<file path="src/rtl/vrp_pkg.sv">
package vrp_pkg;

    localparam int SEL_W = 3;

    localparam logic [SEL_W-1:0] SEL_DATA   = 3'd0;
    localparam logic [SEL_W-1:0] SEL_PTR_LO = 3'd1;
    localparam logic [SEL_W-1:0] SEL_PTR_HI = 3'd2;
    localparam logic [SEL_W-1:0] SEL_MODE   = 3'd3;
    localparam logic [SEL_W-1:0] SEL_SCROLL = 3'd4;
    localparam logic [SEL_W-1:0] SEL_PAGE   = 3'd5;

    typedef enum logic [1:0] {
        RD_IDLE,
        RD_WAIT,
        RD_FETCH,
        RD_DONE
    } rd_state_t;

endpackage

</file>
<file path="src/rtl/vrp_fifo.sv">
module vrp_fifo #(
    parameter int W     = 22,
    parameter int DEPTH = 16
) (
    input  logic         clk,
    input  logic         rst_n,
    input  logic         push,
    input  logic [W-1:0] din,
    input  logic         pop,
    output logic [W-1:0] head,
    output logic         full,
    output logic         empty
);
    localparam int PW = (DEPTH > 1) ? $clog2(DEPTH) : 1;
    localparam int CW = $clog2(DEPTH + 1);
    localparam logic [CW-1:0] DEPTH_C = CW'(DEPTH);

    logic [W-1:0]  store [DEPTH];
    logic [PW-1:0] wr_ptr, rd_ptr;
    logic [CW-1:0] count;

    function automatic logic [PW-1:0] ptr_next(input logic [PW-1:0] p);
        if (p == PW'(DEPTH - 1)) return '0;
        return p + 1'b1;
    endfunction

    always_ff @(posedge clk) begin
        if (push) store[wr_ptr] <= din;
    end

    always_ff @(posedge clk) begin
        if (!rst_n) begin
            wr_ptr <= '0;
            rd_ptr <= '0;
            count  <= '0;
        end else begin
            if (push) wr_ptr <= ptr_next(wr_ptr);
            if (pop)  rd_ptr <= ptr_next(rd_ptr);
            unique case ({push, pop})
                2'b10:   count <= count + 1'b1;
                2'b01:   count <= count - 1'b1;
                default: count <= count;
            endcase
        end
    end

    assign head  = store[rd_ptr];
    assign full  = (count == DEPTH_C);
    assign empty = (count == '0);

    a_r5_no_overflow: assert property (@(posedge clk) disable iff (!rst_n)
        full |-> !push);
    a_r6_no_underflow: assert property (@(posedge clk) disable iff (!rst_n)
        empty |-> !pop);
    a_r6_count_bound: assert property (@(posedge clk) disable iff (!rst_n)
        count <= DEPTH_C);
endmodule

</file>
<file path="src/rtl/vrp_regs.sv">
module vrp_regs
    import vrp_pkg::*;
#(
    parameter int ADDR_W = 14,
    parameter int DATA_W = 8
) (
    input  logic              clk,
    input  logic              rst_n,
    input  logic              wr_en,
    input  logic [SEL_W-1:0]  sel,
    input  logic [DATA_W-1:0] wdata,
    input  logic              adv,
    output logic [ADDR_W-1:0] ptr,
    output logic [DATA_W-1:0] mode_q,
    output logic [DATA_W-1:0] scroll_q,
    output logic [DATA_W-1:0] page_q,
    output logic [DATA_W-1:0] rd_val
);
    localparam int HI_W = ADDR_W - DATA_W;

    logic [DATA_W-1:0] ptr_lo;
    logic [HI_W-1:0]   ptr_hi;

    assign ptr = {ptr_hi, ptr_lo};

    always_ff @(posedge clk) begin
        if (!rst_n) begin
            ptr_lo   <= '0;
            ptr_hi   <= '0;
            mode_q   <= '0;
            scroll_q <= '0;
            page_q   <= '0;
        end else begin
            if (adv) begin
                {ptr_hi, ptr_lo} <= ptr + 1'b1;
            end else if (wr_en) begin
                unique case (sel)
                    SEL_PTR_LO: ptr_lo <= wdata;
                    SEL_PTR_HI: ptr_hi <= wdata[HI_W-1:0];
                    default: ;
                endcase
            end
            if (wr_en) begin
                unique case (sel)
                    SEL_MODE:   mode_q   <= wdata;
                    SEL_SCROLL: scroll_q <= wdata;
                    SEL_PAGE:   page_q   <= wdata;
                    default: ;
                endcase
            end
        end
    end

    always_comb begin
        unique case (sel)
            SEL_PTR_LO: rd_val = ptr_lo;
            SEL_PTR_HI: rd_val = DATA_W'(ptr_hi);
            SEL_MODE:   rd_val = mode_q;
            SEL_SCROLL: rd_val = scroll_q;
            SEL_PAGE:   rd_val = page_q;
            default:    rd_val = '0;
        endcase
    end

    a_r8_ptr_step: assert property (@(posedge clk) disable iff (!rst_n)
        adv |=> ptr == ADDR_W'($past(ptr) + 1'b1));
    a_r2_mode_hold: assert property (@(posedge clk) disable iff (!rst_n)
        !(wr_en && sel == SEL_MODE) |=> $stable(mode_q));
    a_r2_page_hold: assert property (@(posedge clk) disable iff (!rst_n)
        !(wr_en && sel == SEL_PAGE) |=> $stable(page_q));
endmodule

</file>
<file path="src/rtl/vrp_rd_fsm.sv">
module vrp_rd_fsm
    import vrp_pkg::*;
#(
    parameter int DATA_W = 8
) (
    input  logic              clk,
    input  logic              rst_n,
    input  logic              rd_req,
    input  logic              fifo_empty,
    input  logic              vram_busy,
    input  logic [DATA_W-1:0] vram_rdata,
    output logic              vram_re,
    output logic              rd_done,
    output logic [DATA_W-1:0] rd_data
);
    rd_state_t state, state_nx;

    always_ff @(posedge clk) begin
        if (!rst_n) state <= RD_IDLE;
        else        state <= state_nx;
    end

    always_comb begin
        state_nx = state;
        unique case (state)
            RD_IDLE:  if (rd_req) state_nx = RD_WAIT;
            RD_WAIT:  if (fifo_empty && !vram_busy) state_nx = RD_FETCH;
            RD_FETCH: state_nx = RD_DONE;
            RD_DONE:  state_nx = RD_IDLE;
            default:  state_nx = RD_IDLE;
        endcase
    end

    always_comb begin
        vram_re = 1'b0;
        rd_done = 1'b0;
        unique case (state)
            RD_WAIT:  vram_re = fifo_empty && !vram_busy;
            RD_DONE:  rd_done = 1'b1;
            default: ;
        endcase
    end

    always_ff @(posedge clk) begin
        if (!rst_n)                 rd_data <= '0;
        else if (state == RD_FETCH) rd_data <= vram_rdata;
    end

    a_r7_read_after_drain: assert property (@(posedge clk) disable iff (!rst_n)
        vram_re |-> fifo_empty && !vram_busy);
    a_r7_fetch_follows_re: assert property (@(posedge clk) disable iff (!rst_n)
        state == RD_FETCH |-> $past(vram_re));
    a_r7_done_one_cycle: assert property (@(posedge clk) disable iff (!rst_n)
        rd_done |=> !rd_done);
endmodule

</file>
<file path="src/rtl/vram_regport.sv">
module vram_regport
    import vrp_pkg::*;
#(
    parameter int ADDR_W     = 14,
    parameter int DATA_W     = 8,
    parameter int FIFO_DEPTH = 16
) (
    input  logic              clk,
    input  logic              rst_n,
    input  logic              cs,
    input  logic              rw,
    input  logic [2:0]        sel,
    input  logic [DATA_W-1:0] wdata,
    output logic [DATA_W-1:0] rdata,
    output logic              ready,
    input  logic              vram_busy,
    output logic              vram_we,
    output logic              vram_re,
    output logic [ADDR_W-1:0] vram_addr,
    output logic [DATA_W-1:0] vram_wdata,
    input  logic [DATA_W-1:0] vram_rdata,
    output logic [DATA_W-1:0] mode_q,
    output logic [DATA_W-1:0] scroll_q,
    output logic [DATA_W-1:0] page_q
);
    localparam int ENT_W = ADDR_W + DATA_W;

    logic              data_sel, rd_req, wr_req, push, pop;
    logic              fifo_full, fifo_empty, rd_done, adv, rd_re;
    logic [ENT_W-1:0]  head;
    logic [ADDR_W-1:0] ptr;
    logic [DATA_W-1:0] reg_val, rd_data;

    assign data_sel = (sel == SEL_DATA);
    assign rd_req   = cs && rw && data_sel;
    assign wr_req   = cs && !rw && data_sel;
    assign push     = wr_req && !fifo_full;
    assign pop      = !fifo_empty && !vram_busy;
    assign adv      = push || rd_done;

    vrp_fifo #(.W(ENT_W), .DEPTH(FIFO_DEPTH)) u_fifo (
        .clk   (clk),
        .rst_n (rst_n),
        .push  (push),
        .din   ({ptr, wdata}),
        .pop   (pop),
        .head  (head),
        .full  (fifo_full),
        .empty (fifo_empty)
    );

    vrp_regs #(.ADDR_W(ADDR_W), .DATA_W(DATA_W)) u_regs (
        .clk      (clk),
        .rst_n    (rst_n),
        .wr_en    (cs && !rw),
        .sel      (sel),
        .wdata    (wdata),
        .adv      (adv),
        .ptr      (ptr),
        .mode_q   (mode_q),
        .scroll_q (scroll_q),
        .page_q   (page_q),
        .rd_val   (reg_val)
    );

    vrp_rd_fsm #(.DATA_W(DATA_W)) u_rd (
        .clk        (clk),
        .rst_n      (rst_n),
        .rd_req     (rd_req),
        .fifo_empty (fifo_empty),
        .vram_busy  (vram_busy),
        .vram_rdata (vram_rdata),
        .vram_re    (rd_re),
        .rd_done    (rd_done),
        .rd_data    (rd_data)
    );

    always_comb begin
        ready      = 1'b1;
        if (rd_req && !rd_done) ready = 1'b0;
        if (wr_req && fifo_full) ready = 1'b0;
        rdata      = data_sel ? rd_data : reg_val;
        vram_we    = pop;
        vram_re    = rd_re;
        vram_wdata = head[DATA_W-1:0];
        vram_addr  = rd_re ? ptr : head[ENT_W-1:DATA_W];
    end

    a_r6_idle_when_busy: assert property (@(posedge clk) disable iff (!rst_n)
        vram_busy |-> !vram_we && !vram_re);
    a_r6_single_access: assert property (@(posedge clk) disable iff (!rst_n)
        !(vram_we && vram_re));
    a_r5_full_stalls: assert property (@(posedge clk) disable iff (!rst_n)
        (wr_req && fifo_full) |-> !ready);
    a_r2_cfg_no_wait: assert property (@(posedge clk) disable iff (!rst_n)
        (cs && !data_sel) |-> ready);
endmodule

</file>
<file path="config.mk">
export PLATFORM = sky130hd
export DESIGN_NAME = vram_regport
export DESIGN_NICKNAME = d
export VERILOG_FILES = /design/src/rtl/vrp_pkg.sv /design/src/rtl/vrp_fifo.sv /design/src/rtl/vrp_regs.sv /design/src/rtl/vrp_rd_fsm.sv /design/src/rtl/vram_regport.sv
export SDC_FILE = /design/constraint.sdc
export NUM_CORES = 1
export LEC_CHECK = 0
export BUFFER_PORTS_ARGS = -buffer_cell sky130_fd_sc_hd__buf_2
export CAP_MARGIN = 10
export CORE_ASPECT_RATIO = 0.5
export CORE_UTILIZATION = 31
export CTS_CLUSTER_DIAMETER = 120
export CTS_CLUSTER_SIZE = 10
export DETAILED_ROUTE_END_ITERATION = 10
export GPL_TIMING_DRIVEN = 1
export SETUP_SLACK_MARGIN = 0.15
export SYNTH_ARGS = -nofsm -noshare
export SYNTH_HDL_FRONTEND = slang
export SYNTH_SLANG_ARGS = --single-unit
</file>
<file path="constraint.sdc">
create_clock -name clk -period 4.87 [get_ports clk]
set_input_delay 0 -clock clk [delete_from_list [all_inputs] [get_ports clk]]
set_output_delay 0 -clock clk [all_outputs]
set_load 0.02 [all_outputs]
</file>
==> impl_metrics.toml <==
[run_status]
status = "finished clean"

[drt]
routed_wl_um = 40300
firstDrtPassIters = 5
ant_nets = 0
first_iter_violations = 721
num_vias = 9095
drc = 0
wire_per_inst_um = 22.6
routed_via_density = 5.10

[sta]
max_freq_ghz = 0.304
fin_crit_sh = 0.675
grt_setup_unrepaired = "no"
post-route-min-period_ns = 3.29
finalWorstSetupSlack_ns = 1.58
worst_slew_pin_slew_ns = 1.08
setup_viol = 0
finalHoldViolations = 0
drv_slew = 0
setup_tns_ns = 0
relSlewSlack = 0.283
finClkSkew_ns = 0.0167

[cts]
clock-sinks = 417
clk_pin_slew_ns = 0.05
insertion_delay_ns = 0.56
cts_resized = 0
clockRootBuffer = "clkbuf_16"
numCtsBuffers = 47
cts_max_level = 2
cts_tree = "done"
clk_path_buf_depth = 3

[power]
power_leakage_uw = 0.00635
irDropWorstVdd_v = 0.000247
p_per_area_nw_per_um2 = 378

[logic_synthesis]
ys_ff_latch = 417
synth_top_cell_by_area = "edfxtp_1"
synth_warnings = 0
synth_edf_count = 352
dominantRegCellSynth = "edfxtp_1"
yosysSeqAreaShare = 0.703
yosys.area.top_type_share = 0.626
synth_area_um2 = 16900
yosys-top-cells-area = "edfxtp_1 (63%), mux4_2 (15%), dfxtp_1 (7.7%)"
synthDistinctLibCells = 58
syn_inst = 931
synthesis.nets = 969
syn_avg_cell_area_um2 = 18.1
synth-async-reset-ratio = 0

[finish]
n_antenna_cell = 0
layout_commonest_cell = "edfxtp_1"
fillCellCount = 4959
seqCellArea_um2 = 11900
layout_common_cells = "edfxtp_1 (352), mux4_2 (110), buf_2 (80)"
multi_input_area_um2 = 4820
nets = 1090
synthToLayoutAreaGrowth_pct = 16.4
drive_gt1_frac = 0.292

[worst_setup_path]
cpMaxStageDelayCell = "dfxtp_2"
arrival_ns = 3.29
crit_type = "flop to primary output"
cpPeakStageDelay_ns = 0.97
crit_path_cell_trace = "buf_4 > mux4_2 > mux4_2 > mux2_2 > buf_2"
path_max_fanout = 30
startpoint_type = "flop"
crit_path_frequent_cell = "mux4_2"
end_kind = "primary output"
cp.required_ns = 4.87

[placed_design]
gp_congestion = 0.819
portBuffers = 80
dp_slack_ns = 1.81
hpwlAfterDp_um = 24600

[floorplanning]
dieArea_um2 = 55500
std_cell_rows = 60
fp.coreArea_um2 = 53800
start_util = 0.314
io_pins = 81
die_w_um = 332
die_h_um = 167

[global_route]
grt_max_degree = 60
grt_pass1_vias = 9474
grt_usage = 0.145
grt_pass1_wl_um = 60400
antenna_found_initial = 0
grt-ovfl-total = 0

[run]
cap_violations = 0

[hold_path]
worstHoldPathType = "input port to flop"
==> flip-flops by register name, summed over array words and instances, names as in the netlist, named ones only <==
signal	count
u_fifo.store	352
u_rd.rd_data	8
u_regs.mode_q	8
u_regs.page_q	8
u_regs.ptr_lo	8
u_regs.scroll_q	8
u_regs.ptr_hi	6
u_fifo.count	5
u_fifo.rd_ptr	4
u_fifo.wr_ptr	4
u_rd.state	2
==> power by group <==
| part | internal, uW | total [uW] | switching, uW |
|---|---|---|---|
| registers | 3870 | 3920 | 45.1 |
| logic | 207 | 465 | 258 |
| clock network | 1750 | 3050 | 1300 |
==> repair_timing <==
item,in CTS,in global routing
setup buffers,0,0
hold endpoints to repair,168,0
hold buffers,18,0
==> cells in the mapped netlist, types with 4 or more instances <==
library cell  count
inv_1             8
mux4_2          110
nor3_1           14
buf_2            12
nor2b_1           4
a21oi_1          28
o22ai_1           7
xor2_1            6
nor2_1           90
mux2i_1          55
ha_1             14
clkbuf_1         33
and3_1            4
nand2b_1          8
mux2_2           14
dfxtp_1          65
nand2_1          25
o21ai_0          11
nand3_1           7
a31oi_1           6
edfxtp_1        352
==> kinds of logic after synthesis <==
kind of cell / Yosys count / share of synthesized area
adders and majority gates: 14 / 0.0104
DFF: 417 / 0.703
and+or+nand+nor: 175 / 0.0487
buffers and inverters: 60 / 0.0149
xor gates and xnor gates: 9 / 0.00467
muxes: 179 / 0.189
AOI/OAI and AO/OA: 77 / 0.0299
==> worst paths after layout <==
path	from	slack, ns	end	depth (start not counted)
max reg2reg	u_fifo.count[1]$_SDFFE_PN0P_	1.85	u_fifo.count[4]$_SDFFE_PN0P_	9
min reg2reg	u_rd.rd_data[0]$_SDFFE_PN0P_	0.50	u_rd.rd_data[0]$_SDFFE_PN0P_	2
max	flop	1.58	vram_addr[4]	5
min	vram_busy	0.06	u_fifo.rd_ptr[0]$_SDFFE_PN0P_	4
==> metal layers <==
| metal | GRT usage | part of all wire | up-vias |
|---|---|---|---|
| li1 | - | - | 3960 |
| met1 | 0.184 | 0.42 | 4758 |
| met2 | 0.243 | 0.49 | 309 |
| met3 | 0.0366 | 0.064 | 68 |
| met4 | 0.0469 | 0.026 | 0 |
| met5 | 0.00340 | 0 | - |
==> layout make-up <==
type	count	area share
Clock buffer	62	0.0627
Clock inverter	4	0.00159
Inverter	10	0.00191
Multi-Input combinational cell	454	0.245
Sequential cell	417	0.604
Tap cell	713	0.0454
Timing Repair Buffer	122	0.0393
==> metrics by stage <==
step | std cells | utilization | hold slack (ns) | total power (uW) | area (um2)
after floorplan | 931 | - | 0.0989 | 4300 | 16900
after global placement | 1698 | 0.339 | 0.234 | 4440 | 18200
after detailed placement | 1698 | 0.339 | 0.243 | 4450 | 18200
after CTS | 1782 | 0.366 | 0.0185 | 7500 | 19700
after global routing | 1782 | 0.366 | 0.0790 | 7660 | 19700
final | 1782 | 0.366 | 0.0556 | 7430 | 19700
==> critical path, delay by kind of cell, from the launching register on <==
kind / cells / cell delay (ns)
buf+inv: 2 / 0.63
flops: 1 / 0.97
mux: 3 / 1.13
Power figures use the tool's default switching activity.
